**src/rtl/mcr_pkg.sv**
```systemverilog
`timescale 1ns/1ps
package mcr_pkg;
    typedef enum logic [2:0] {
        ST_IDLE,
        ST_HOLD_FIRST,
        ST_ACK_ON,
        ST_HOLD_NEXT,
        ST_GAP,
        ST_END,
        ST_ABORT
    } mcr_state_e;

    function automatic logic mr_level(input mcr_state_e s);
        return !(s == ST_ACK_ON || s == ST_HOLD_NEXT || s == ST_END);
    endfunction
endpackage

```
**src/rtl/mcr_mx_track.sv**
```systemverilog
`timescale 1ns/1ps
module mcr_mx_track (
    input  logic clk,
    input  logic rst_n,
    input  logic frame_stb,
    input  logic mx_in,
    output logic mx_fall,
    output logic mx_idle2
);
    logic mx_prev_q;

    always_ff @(posedge clk or negedge rst_n) begin
        if (!rst_n)         mx_prev_q <= 1'b1;
        else if (frame_stb) mx_prev_q <= mx_in;
    end

    assign mx_fall  = mx_prev_q & ~mx_in;
    assign mx_idle2 = mx_prev_q &  mx_in;
endmodule

```
**src/rtl/mcr_abort_timer.sv**
```systemverilog
`timescale 1ns/1ps
module mcr_abort_timer #(
    parameter int ABORT_FRAMES = 2
) (
    input  logic clk,
    input  logic rst_n,
    input  logic frame_stb,
    input  logic run,
    output logic done
);
    localparam int CW = (ABORT_FRAMES > 1) ? $clog2(ABORT_FRAMES) : 1;
    localparam logic [CW-1:0] LAST = CW'(ABORT_FRAMES - 1);

    logic [CW-1:0] cnt_q;

    always_ff @(posedge clk or negedge rst_n) begin
        if (!rst_n)                  cnt_q <= '0;
        else if (!run)               cnt_q <= '0;
        else if (frame_stb && !done) cnt_q <= cnt_q + 1'b1;
    end

    assign done = run && frame_stb && (cnt_q == LAST);
endmodule

```
**src/rtl/mcr_rx_store.sv**
```systemverilog
`timescale 1ns/1ps
module mcr_rx_store #(
    parameter int DATA_W = 8
) (
    input  logic              clk,
    input  logic              rst_n,
    input  logic              load,
    input  logic [DATA_W-1:0] din,
    input  logic              rd_stb,
    output logic [DATA_W-1:0] dout,
    output logic              unread
);
    always_ff @(posedge clk or negedge rst_n) begin
        if (!rst_n) begin
            dout   <= '0;
            unread <= 1'b0;
        end else if (load) begin
            dout   <= din;
            unread <= 1'b1;
        end else if (rd_stb) begin
            unread <= 1'b0;
        end
    end
endmodule

```
**src/rtl/mcr_receiver.sv**
```systemverilog
`timescale 1ns/1ps
module mcr_receiver #(
    parameter int DATA_W       = 8,
    parameter int ABORT_FRAMES = 2
) (
    input  logic              clk,
    input  logic              rst_n,
    input  logic              frame_stb,
    input  logic              mx_in,
    input  logic [DATA_W-1:0] rx_byte_in,
    input  logic              rx_ctl,
    input  logic              irq_en,
    input  logic              rd_stb,
    output logic              mr_out,
    output logic [DATA_W-1:0] rx_data,
    output logic              drx_flag,
    output logic              eor_flag
);
    import mcr_pkg::*;

    mcr_state_e state_q, state_d;
    logic mx_fall, mx_idle2, abort_done, unread;
    logic load, set_drx, set_eor;

    mcr_mx_track u_mx (
        .clk(clk), .rst_n(rst_n), .frame_stb(frame_stb), .mx_in(mx_in),
        .mx_fall(mx_fall), .mx_idle2(mx_idle2)
    );

    mcr_abort_timer #(.ABORT_FRAMES(ABORT_FRAMES)) u_abort (
        .clk(clk), .rst_n(rst_n), .frame_stb(frame_stb),
        .run(state_q == ST_ABORT), .done(abort_done)
    );

    mcr_rx_store #(.DATA_W(DATA_W)) u_store (
        .clk(clk), .rst_n(rst_n), .load(load), .din(rx_byte_in),
        .rd_stb(rd_stb), .dout(rx_data), .unread(unread)
    );

    // Next-state logic
    always_comb begin
        state_d = state_q;
        load    = 1'b0;
        set_drx = 1'b0;
        set_eor = 1'b0;
        if (frame_stb) begin
            unique case (state_q)
                ST_IDLE: begin
                    if (mx_fall && !unread) begin
                        load    = 1'b1;
                        set_drx = 1'b1;
                        state_d = ST_HOLD_FIRST;
                    end
                end
                ST_HOLD_FIRST: begin
                    if (rx_ctl && !unread) state_d = ST_ACK_ON;
                end
                ST_ACK_ON: begin
                    if (!rx_ctl) begin
                        state_d = ST_ABORT;
                    end else if (mx_fall) begin
                        load    = 1'b1;
                        set_drx = irq_en;
                        state_d = ST_HOLD_NEXT;
                    end else if (mx_idle2) begin
                        set_eor = irq_en;
                        state_d = ST_END;
                    end
                end
                ST_HOLD_NEXT: begin
                    if (!rx_ctl)      state_d = ST_ABORT;
                    else if (!unread) state_d = ST_GAP;
                end
                ST_GAP: begin
                    state_d = rx_ctl ? ST_ACK_ON : ST_ABORT;
                end
                ST_END: begin
                    if (!rx_ctl) state_d = ST_IDLE;
                end
                ST_ABORT: begin
                    if (abort_done) state_d = ST_IDLE;
                end
                default: state_d = ST_IDLE;
            endcase
        end
    end

    // State register
    always_ff @(posedge clk or negedge rst_n) begin
        if (!rst_n) state_q <= ST_IDLE;
        else        state_q <= state_d;
    end

    // Outputs: acknowledge bit and status flags
    always_ff @(posedge clk or negedge rst_n) begin
        if (!rst_n) begin
            mr_out   <= 1'b1;
            drx_flag <= 1'b0;
            eor_flag <= 1'b0;
        end else begin
            if (frame_stb) mr_out <= mr_level(state_d);
            if (set_drx)     drx_flag <= 1'b1;
            else if (rd_stb) drx_flag <= 1'b0;
            if (set_eor)     eor_flag <= 1'b1;
            else if (rd_stb) eor_flag <= 1'b0;
        end
    end
endmodule

```
**config.mk**
```make
export PLATFORM = sky130hd
export DESIGN_NAME = mcr_receiver
export DESIGN_NICKNAME = d
export VERILOG_FILES = /design/src/rtl/mcr_pkg.sv /design/src/rtl/mcr_mx_track.sv /design/src/rtl/mcr_abort_timer.sv /design/src/rtl/mcr_rx_store.sv /design/src/rtl/mcr_receiver.sv
export SDC_FILE = /design/constraint.sdc
export NUM_CORES = 1
export LEC_CHECK = 0
export CAP_MARGIN = 25
export CORE_MARGIN = 1.5
export CORE_UTILIZATION = 49
export DETAILED_ROUTE_END_ITERATION = 8
export PLACE_DENSITY = 0.82
export SLEW_MARGIN = 10
export SYNTH_ARGS = -nofsm -noshare
export SYNTH_HDL_FRONTEND = slang
export SYNTH_SLANG_ARGS = --single-unit
```
**constraint.sdc**
```tcl
create_clock -name clk -period 3 [get_ports clk]
set_input_delay 0.6 -clock clk [delete_from_list [all_inputs] [get_ports clk]]
set_output_delay 0.6 -clock clk [all_outputs]
set_load 0.005 [all_outputs]
```
[Yosys cells after proc, flatten, opt, wreduce, memory -nomap -nowiden]
Cells that the tools add are included.
Word-level totals
  register bits: 17
  input port bits: 15
  output and inout bits: 11
  logic and storage cells: 68
Operators by class
  add/sub/neg operators: 1
  equality and inequality tests: 10
  mux-type cells: 32
  bitwise gates (word level): 3
  reduce and logical (&&, ||, !) cells: 14
Operator list (count)
  3-bit two-way mux: 11
  3-bit one-hot mux with 7 select lines: 1
  1-bit two-way mux: 18
  3-bit by 2-bit == test with 1-bit output, second input constant: 4
  3-bit == test, second input constant: 4
  2-bit nonzero test: 3
  1-bit logical AND: 5
  1-bit one-hot mux with 2 select lines: 2
  3-bit by 1-bit == test with 1-bit output, second input constant: 1
  1-bit logical NOT: 3
  3-bit logical NOT: 1
  1-bit bitwise AND: 2
  1-bit logical OR: 2
  2-bit != test, second input constant: 1
  1-bit adder, second input constant: 1
  1-bit NOT: 1

[Depth between registers and ports, before layout]
Gate-level depths: netlist (run 1).
  depth in word-level cells: 10
  depth in mapped cells: 6
  gate-level depth less buffers: 5

[Modules after synthesis]
Synthesis (run 1) repeated with hierarchy kept, for this count alone.
Second synthesis, totals
  cell total of the unflattened synthesis: 86
  area, all modules: 962.2 sq um
Modules (own cells, without submodules)
  mcr_receiver: instances 1, cells each 59, area each 500.5 sq um, sequential area each 151.4 sq um
  mcr_rx_store: instances 1, cells each 20, area each 369.1 sq um, sequential area each 225.2 sq um
  mcr_mx_track: instances 1, cells each 4, area each 53.8 sq um, sequential area each 26.3 sq um
  mcr_abort_timer: instances 1, cells each 3, area each 38.8 sq um, sequential area each 25.0 sq um

[Worst setup path after synthesis (run 1)]
No wires, ideal clock.
  kind: in2reg
  start point: input frame_stb
  end point: register u_store.dout[0]
  setup time: 125 ps
  arrival: 1642 ps
  data required time: 2875 ps
  setup slack: 1234 ps
  cell stages on the path: 4
  buffers on the path: 1
  cells stage by stage: buf_2 nand4_4 nor3_4 mux2_2
Between the ends
  cells in the longest elaborated chain, start to end: 1
RTL lines
  from (decl): line mcr_receiver.sv:8  | input logic frame_stb,
  1-bit two-way mux: line mcr_receiver.sv:46  | if (frame_stb) begin
  to (signal assigned): line mcr_rx_store.sv:18  | dout <= din;
  to (decl): line mcr_rx_store.sv:10  | output logic [DATA_W-1:0] dout,
Every way passes these cells.
A chain may end at the register's enable or synchronous reset.

[Worst setup path in the final report (run 1)]
  start point: input frame_stb
  end point: register u_store.dout[6]
The elaborated chain is that of the path after synthesis.

==> results list, run 1 <==
* Run status: finished, final reports clean
* Post-Synthesis Cells: 78
- For this run, the post-layout net count is 119.
* Source-to-sink clock delay at the later pin of the worst-skew pair: 0.27 ns
* Element type at the critical path end: register
* Post-detailed-routing wire length: 1.70 mm
- Worst setup startpoint: frame_stb
- Synthesized area per cell: 11.4 um^2
- Area of the mapped netlist: ~900 um^2
- The filler cells instantiated in the layout total 137.
- Buffers added to address setup during post-CTS repair amount to 0.
- Share of the synthesized area in the top cell type: 42.4%
- The area growth from synthesis to layout is 31.6%.
- Setup repair after global routing left no endpoint under its margin.
- For the pin with the worst max-slew slack, the measured transition is between 0.6 and 0.7 ns.
* Worst setup skew after layout: 0.00222 ns
- CP Launch Type: input port
- Once the clock tree was built, the resizer swapped 0 gates to a different size.
* Antenna violations before repair: 0
- TritonCTS created 3 clock buffers.
- Final hold violation count: 0
* Worst Hold Class: register to register
- After clock tree synthesis, the clock-pin slew on the worst setup and hold paths is around 0.090 ns.
- Dividing the detail-routed via count by the number of cells gives 5.31.
- Part of the Yosys area used for sequential elements: 48.3%
* Fraction of met1 tracks used by global routing: roughly a quarter
- By area the synthesized netlist is led by sky130_fd_sc_hd__dfrtp_1 (42%), sky130_fd_sc_hd__mux2_2 (11%), sky130_fd_sc_hd__dfstp_2 (5.9%).
- Cell type contributing the most total cell area after synthesis: sky130_fd_sc_hd__dfrtp_1
- The detail route stage leaves a number of antenna-violating nets equal to 0.
- Number of nets in the synthesized netlist: slightly above 90
- Most used flip-flop cell after synthesis: sky130_fd_sc_hd__dfrtp_1
* Met3 Usage GRT: ~3.2%
- Horizontal extent of the die: 45.5 um
* PwrDens: 818 mW/mm^2
* R2R Setup Slk: 1.26 ns
- No sink is reached through more buffers than the 2 on the longest clock path.
* Std cell rows: 15
* Detail Placement HPWL: 1.32 mm
* Height of the chip: between 40 and 50 um
- Counting flops and latches in the post-synthesis netlist gives 17.
* Worst setup margin: 0.863 ns
- The worst register-to-register path begins at state_q[0].
- Port buffering added 25 buffers.
- Initial Utilization: between 50% and 60%
- Cts-stage hold buffer count: 0
- Maximum number of pins on one net before global-route repair: 18
- Footprint of the multi-input gates: 409 um^2
- Summed over all failing endpoints, the final setup total negative slack is 0 ns.
- Proportion of synthesized flip-flops having asynchronous set or reset: between 90% and 100%
- The number of global-route vias before repair came to 664.
- In the global route stage, overall resource usage came out at 19.7%.
* Number of max-cap violations: 0
- Max-slew violation total from the final report: 0
- WP data arrival: 2.30 ns
- At the worst endpoint, the required time is 3.16 ns.
- Wire length of the first global-routing pass: 2.93 mm
- The detailed router finished its first iteration with 2 violations.
- In this run, synthesis inferred 0 flip-flops with an integrated enable.
- Share of post-route cells with drive strength above 1: 20.4%
- In this run the worst path has a maximum fanout of 10.
- Number of clock sinks seen by CTS: 17
- Headroom to the max-slew limit: 53.8%
* DRC viols: 0
* Detail-routed net length per standard cell: roughly 13 um
- Post-route fraction of the period consumed by the critical path: 71.2%
- Standard cell core area: 0.00171 mm^2
* Setup-failing EPs final: 0
- Last weighted congestion value of the routability-driven placer: 0.826
- 26 I/O pins were placed.
- For this run, global-route usage on met2 was measured as between 30% and 40%.
* Peak VDD IR: around 450 uV
* Detailed-router iteration count before antenna repair: 4
* Setup CP Type: input port to register
- Achievable frequency: 468 MHz
* Cell at the root of the clock tree: sky130_fd_sc_hd__clkbuf_4
- Global-route layer with the greatest usage: met2
- The sequential cells in the finished layout cover a total of 428 um^2.
- Number of diodes: 0
- The die covers 0.00207 mm^2.
- Timing analysis after detailed placement gives a worst setup slack of between 0.5 and 0.6 ns.
- In this run, distinct cell masters in the synthesized netlist total 35.
* Vias after detailed routing: 680
- Count of warnings emitted by yosys: 0
- TritonCTS built the clock tree.
- Global route total overflow: 0
* Min Tclk post-route: about 2.1 ns
- The analysis attributes to cell leakage a power of 0.503 nW.
* Worst Min Path Start: eor_flag
* H-tree level count: 1
cells in the final DEF (no fill, tap or decap), types with 3 or more instances in the layout:
cell	synthesis	routed
sky130_fd_sc_hd__mux2_2	9	9
sky130_fd_sc_hd__a21oi_1	6	6
sky130_fd_sc_hd__clkbuf_4	0	3
sky130_fd_sc_hd__dfrtp_1	15	15
sky130_fd_sc_hd__clkdlybuf4s50_1	0	25
sky130_fd_sc_hd__nor2_1	7	7
sky130_fd_sc_hd__inv_1	4	4
cells in the mapped netlist, drive strengths merged, types with 2 or more instances:
master and n:
nand2b 2, nand3 2, nor3 2, a31oi 2, nand4 2, dfstp 2, a21o 2, nor2 7
inv 4, a21oi 6, mux2 9, buf 4, dfrtp 15, a22o 2
where the power goes:
part	internal, W	switching (W)	leakage (nW)
clock network	0.0000493	0.0000612	0.0177
logic	0.000255	0.000164	0.275
registers	0.000324	0.000101	0.211
cell families after synthesis:
logic type | synth area share, %
AOI/OAI and AO/OA | 18.1
xor gates and xnor gates | 0.989
and+or+nand+nor | 15.7
DFF | 48.3
muxes | 11.4
buffers and inverters | 5.51
worst paths after layout:
path	end	cells past startpoint
hold reg to reg	eor_flag	1
max in group asynchronous	u_store.dout[2]	1
setup / recovery	u_store.dout[6]	4
setup reg to reg	u_store.dout[6]	4
min in group asynchronous	state_q[2]	1
hold / removal	eor_flag	1
per-stage QoR:
step	instance area, um^2	cells	hold WS [ns]	power, W	utilization, %
4_1_cts	1170	128	0.516	0.000961	68.3
3_3_place_gp	1140	124	0.493	0.000831	66.7
6_report	1170	128	0.507	0.000954	68.3
2_1_floorplan	886	78	0.304	0.000663	-
5_1_grt	1170	128	0.548	0.00103	68.3
3_5_place_dp	1140	124	0.494	0.000846	66.7
per-layer routing:
metal  share of wire, %  wire length [um]  vias up
li1                   -                 -      339
met1                 45               758      321
met2                 51               860       18
met3                3.7                63        2
met4                1.1                18        0
met5                  0                 0        -
critical path, stage by stage:
cell and delay [ns]:
sky130_fd_sc_hd__clkdlybuf4s50_1 0.71, sky130_fd_sc_hd__nand4_4 0.17, sky130_fd_sc_hd__nor3_4 0.43, sky130_fd_sc_hd__mux2_2 0.39
final cells by class:
| cell class | instances | area share [%] |
|---|---|---|
| sequential | 17 | 36.7 |
| multi-input combinational | 52 | 35.1 |
| timing repair buffer | 25 | 21.5 |
| tap | 25 | 2.68 |
| clock buffer | 3 | 1.93 |
| inverter | 5 | 1.72 |
| clock inverter | 1 | 0.429 |
sequential cells by signal, summed over array words and instances (netlist names):
register,count
u_store.dout,8
state_q,3
drx_flag,1
eor_flag,1
mr_out,1
u_abort.cnt_q,1
u_mx.mx_prev_q,1
u_store.unread,1
(Power assumes the default switching activity.)
==> run 2, diff against run 1 <==
Settings changed: CORE_UTILIZATION 49 to 45, PLACE_DENSITY 0.82 to 0.77.
Clock period 3 ns to 2 ns, I/O delays scaled along.
==> results list, run 2 (same netlist as run 1, synthesis figures left out) <==
- The flow ran to the end, and the final reports show no timing, DRC or antenna violations.
* Final hold violation count: 0 (unchanged)
- The wire length on met3 is 105 um (+67%).
* Design Power: 0.00147 W (+54%)
* Initial Utilization: 49.7% (-2.2 points)
* Number of nets in the final layout: 127 (+6.7%)
- Sum of negative setup slack: 0 ns (unchanged)
- WP data arrival: 1.95 ns (-0.35 ns)
- The slew at the pin closest to its max-slew limit is 0.467 ns (-0.224 ns).
* Detail Placement HPWL: 1.39 mm (+5.9%)
- Origin of the critical flop-to-flop path: state_q[1]
* Logic depth of the worst register-to-register path: 5 (+1)
- Cts-stage hold buffer count: 0 (unchanged)
* Antenna violations before repair: 0 (unchanged)
- Headroom to the max-slew limit: 68.9% (+15 points)
* CP cell instances: clkdlybuf4s50_1, buf_4, xor2_1, o221a_2, o22ai_1, o211a_1, a221oi_2
* DP Cell Count: 132 (+6.5%)
- Worst setup startpoint: rx_ctl
- The total power per unit cell area is 1190 mW/mm^2 (+45%).
- Number of clock sinks seen by CTS: 17 (unchanged)
* Top layer in use: met4
* Slowest cell on the critical path: sky130_fd_sc_hd__clkdlybuf4s50_1
* Floorplan die area: 0.00224 mm^2 (+8.3%)
- The maximum vdd drop is 883 uV (+95%).
- Max reg flops: 8 (unchanged)
- Buffers from clock root to sink, at most: 2 (unchanged)
* Source-to-sink clock delay at the later pin of the worst-skew pair: 0.28 ns (about the same)
- The top fanout value on the critical path is 6 (-4).
- Global-route usage over all layers: 18.4% (-1.3 points)
- The area growth from synthesis to layout is 39.7%.
- The final worst clock skew came to 0.00244 ns (+0.000221 ns).
- Setup CP Type: input port to register
- The total cell area at the placement stage is 0.00121 mm^2 (+6.4%).
- Wire length of the first global-routing pass: 2.90 mm (-0.95%)
- Combined flip-flop and latch cell area: 428 um^2 (unchanged)
* Number of buffers added on ports: 25 (unchanged)
- The detailed-route DRC error count is 0 (unchanged).
* CP Launch Type: input port
- Detail-routed net length per standard cell: 13.1 um (-1.7%)
* Routed vias/inst: 5.41 (+1.9%)
- The fraction of layout cells with a size suffix above 1 is 25.2% (+4.8 points).
- Footprint of the multi-input gates: 409 um^2 (unchanged)
- STA classifies the critical path endpoint as a register.
* H-tree level count: 1 (unchanged)
- The final weighted congestion in routability-driven placement is 0.953 (+15%).
- Resized Gates After CTS: 0 (unchanged)
* Count of non-filler cells in the finished layout: 136 (+6.3%)
- The number of diodes added for antenna fixing was 0 (unchanged).
* Routed metal-1 wirelength: 809 um (+6.7%)
* Horizontal extent of the die: 47.4 um (+4.1%)
- The worst hold path belongs to the class input port to async pin.
- Number of ports placed on the die boundary: 26 (unchanged)
* Top reg by flops: u_store.dout
- The leakage component of the power is 0.542 nW (+7.8%).
* Setup-failing EPs final: 0 (unchanged)
* Final instance area: 0.00124 mm^2 (+6.1%)
* Highest-count cells in the layout ignoring fill and taps: sky130_fd_sc_hd__clkdlybuf4s50_1 (25), sky130_fd_sc_hd__dfrtp_1 (15), sky130_fd_sc_hd__mux2_2 (9)
- Setup repair after global routing left no endpoint under its margin.
* Std cell rows: 15 (unchanged)
- The post-detailed-routing wire length came to 1.78 mm (+4.4%).
- The tree is rooted in a sky130_fd_sc_hd__clkbuf_4.
- Data required time of the worst path: 2.21 ns (-0.95 ns)
- Min Tclk post-route: 1.74 ns
* Number of max-cap violations: 0 (unchanged)
- Detail Route Antenna Nets: 0 (unchanged)
- Setup bufs post-CTS: 0 (unchanged)
* Standard cell core area: 0.00178 mm^2 (+4.4%)
- Detailed-router iteration count before antenna repair: 4 (unchanged)
- Height of the chip: 47.4 um (+4.1%)
* Hold slack final: 0.425 ns (-0.0826 ns)
* Vias after detailed routing: 736 (+8.2%)
- Starting DRT DRC Count: 24 (+22)
* Detail Route met2 WL: 838 um (-2.6%)
- Number of global-route vias before repair: 695 (+4.7%)
- Largest incremental delay on the critical path: 0.44 ns (-0.27 ns)
- CTS tree: yes
- Largest regs: u_store.dout: 8 flops, state_q: 3 flops
- Maximum number of pins on one net before global-route repair: 18 (unchanged)
- Achievable frequency: 574 MHz
- Global route total overflow: 0 (unchanged)
* Most common cell after layout, fill and taps aside: sky130_fd_sc_hd__clkdlybuf4s50_1
* Number of filler cells placed in the layout: 135 (-1.5%)
* Max-slew violation total from the final report: 0 (unchanged)
- Post-route fraction of the period consumed by the critical path: 87.2%
* Worst-path clk slew: 0.09 ns (about the same)
- The number of buffers added by the clock tree synthesis step came to 3 (unchanged).
## run 2: changes by cell type in the layout (fill, tap and decap cells not counted)
cell / change
sky130_fd_sc_hd__buf_4: +7
sky130_fd_sc_hd__buf_12: +1
sky130_fd_sc_hd__clkinv_2: -1
sky130_fd_sc_hd__clkbuf_1: +1
## run 2: cell type report
type / instances / area share (%)
sequential: 17 / 34.6
multi-input combinational: 52 / 33.1
timing repair buffer: 33 / 26.1
tap: 25 / 2.53
clock buffer: 4 / 2.12
inverter: 5 / 1.62
## run 2: final timing paths
kind | slack [ns] | endpoint
worst max-delay path | 0.26 | mr_out
worst min-delay path | 0.42 | u_store.dout[6]
worst max register to register | 0.36 | mr_out
worst min register to register | 0.51 | eor_flag
max in group asynchronous | 1.33 | u_mx.mx_prev_q
min in group clk | 0.51 | eor_flag
## run 2: critical path, delay by kind of cell
family          cells  cell delay [ns]
compound gates      4             0.79
buf+inv             2             0.61
xor+xnor            1             0.15
## run 2: routing by layer
metal,global-route usage [%],vias to the layer above
met5,0,-
met4,9.44,0
met3,4.23,2
met2,29.2,32
met1,23.4,347
li1,-,355
## run 2: power breakdown
part / internal, W / switching, W / total (W) / leakage (nW)
logic: 0.000407 / 0.000260 / 0.000667 / 0.317
registers: 0.000486 / 0.000144 / 0.000630 / 0.211
clock network: 0.0000774 / 0.0000952 / 0.000173 / 0.0150
total: 0.000971 / 0.000499 / 0.00147 / 0.542
## run 2: metrics by stage
stage | utilization (%) | worst slack [ns]
2_1_floorplan | - | 0.434
3_3_place_gp | 67.9 | 0.0170
3_5_place_dp | 67.9 | -0.0213
4_1_cts | 69.4 | 0.267
5_1_grt | 69.4 | 0.221
6_report | 69.4 | 0.257
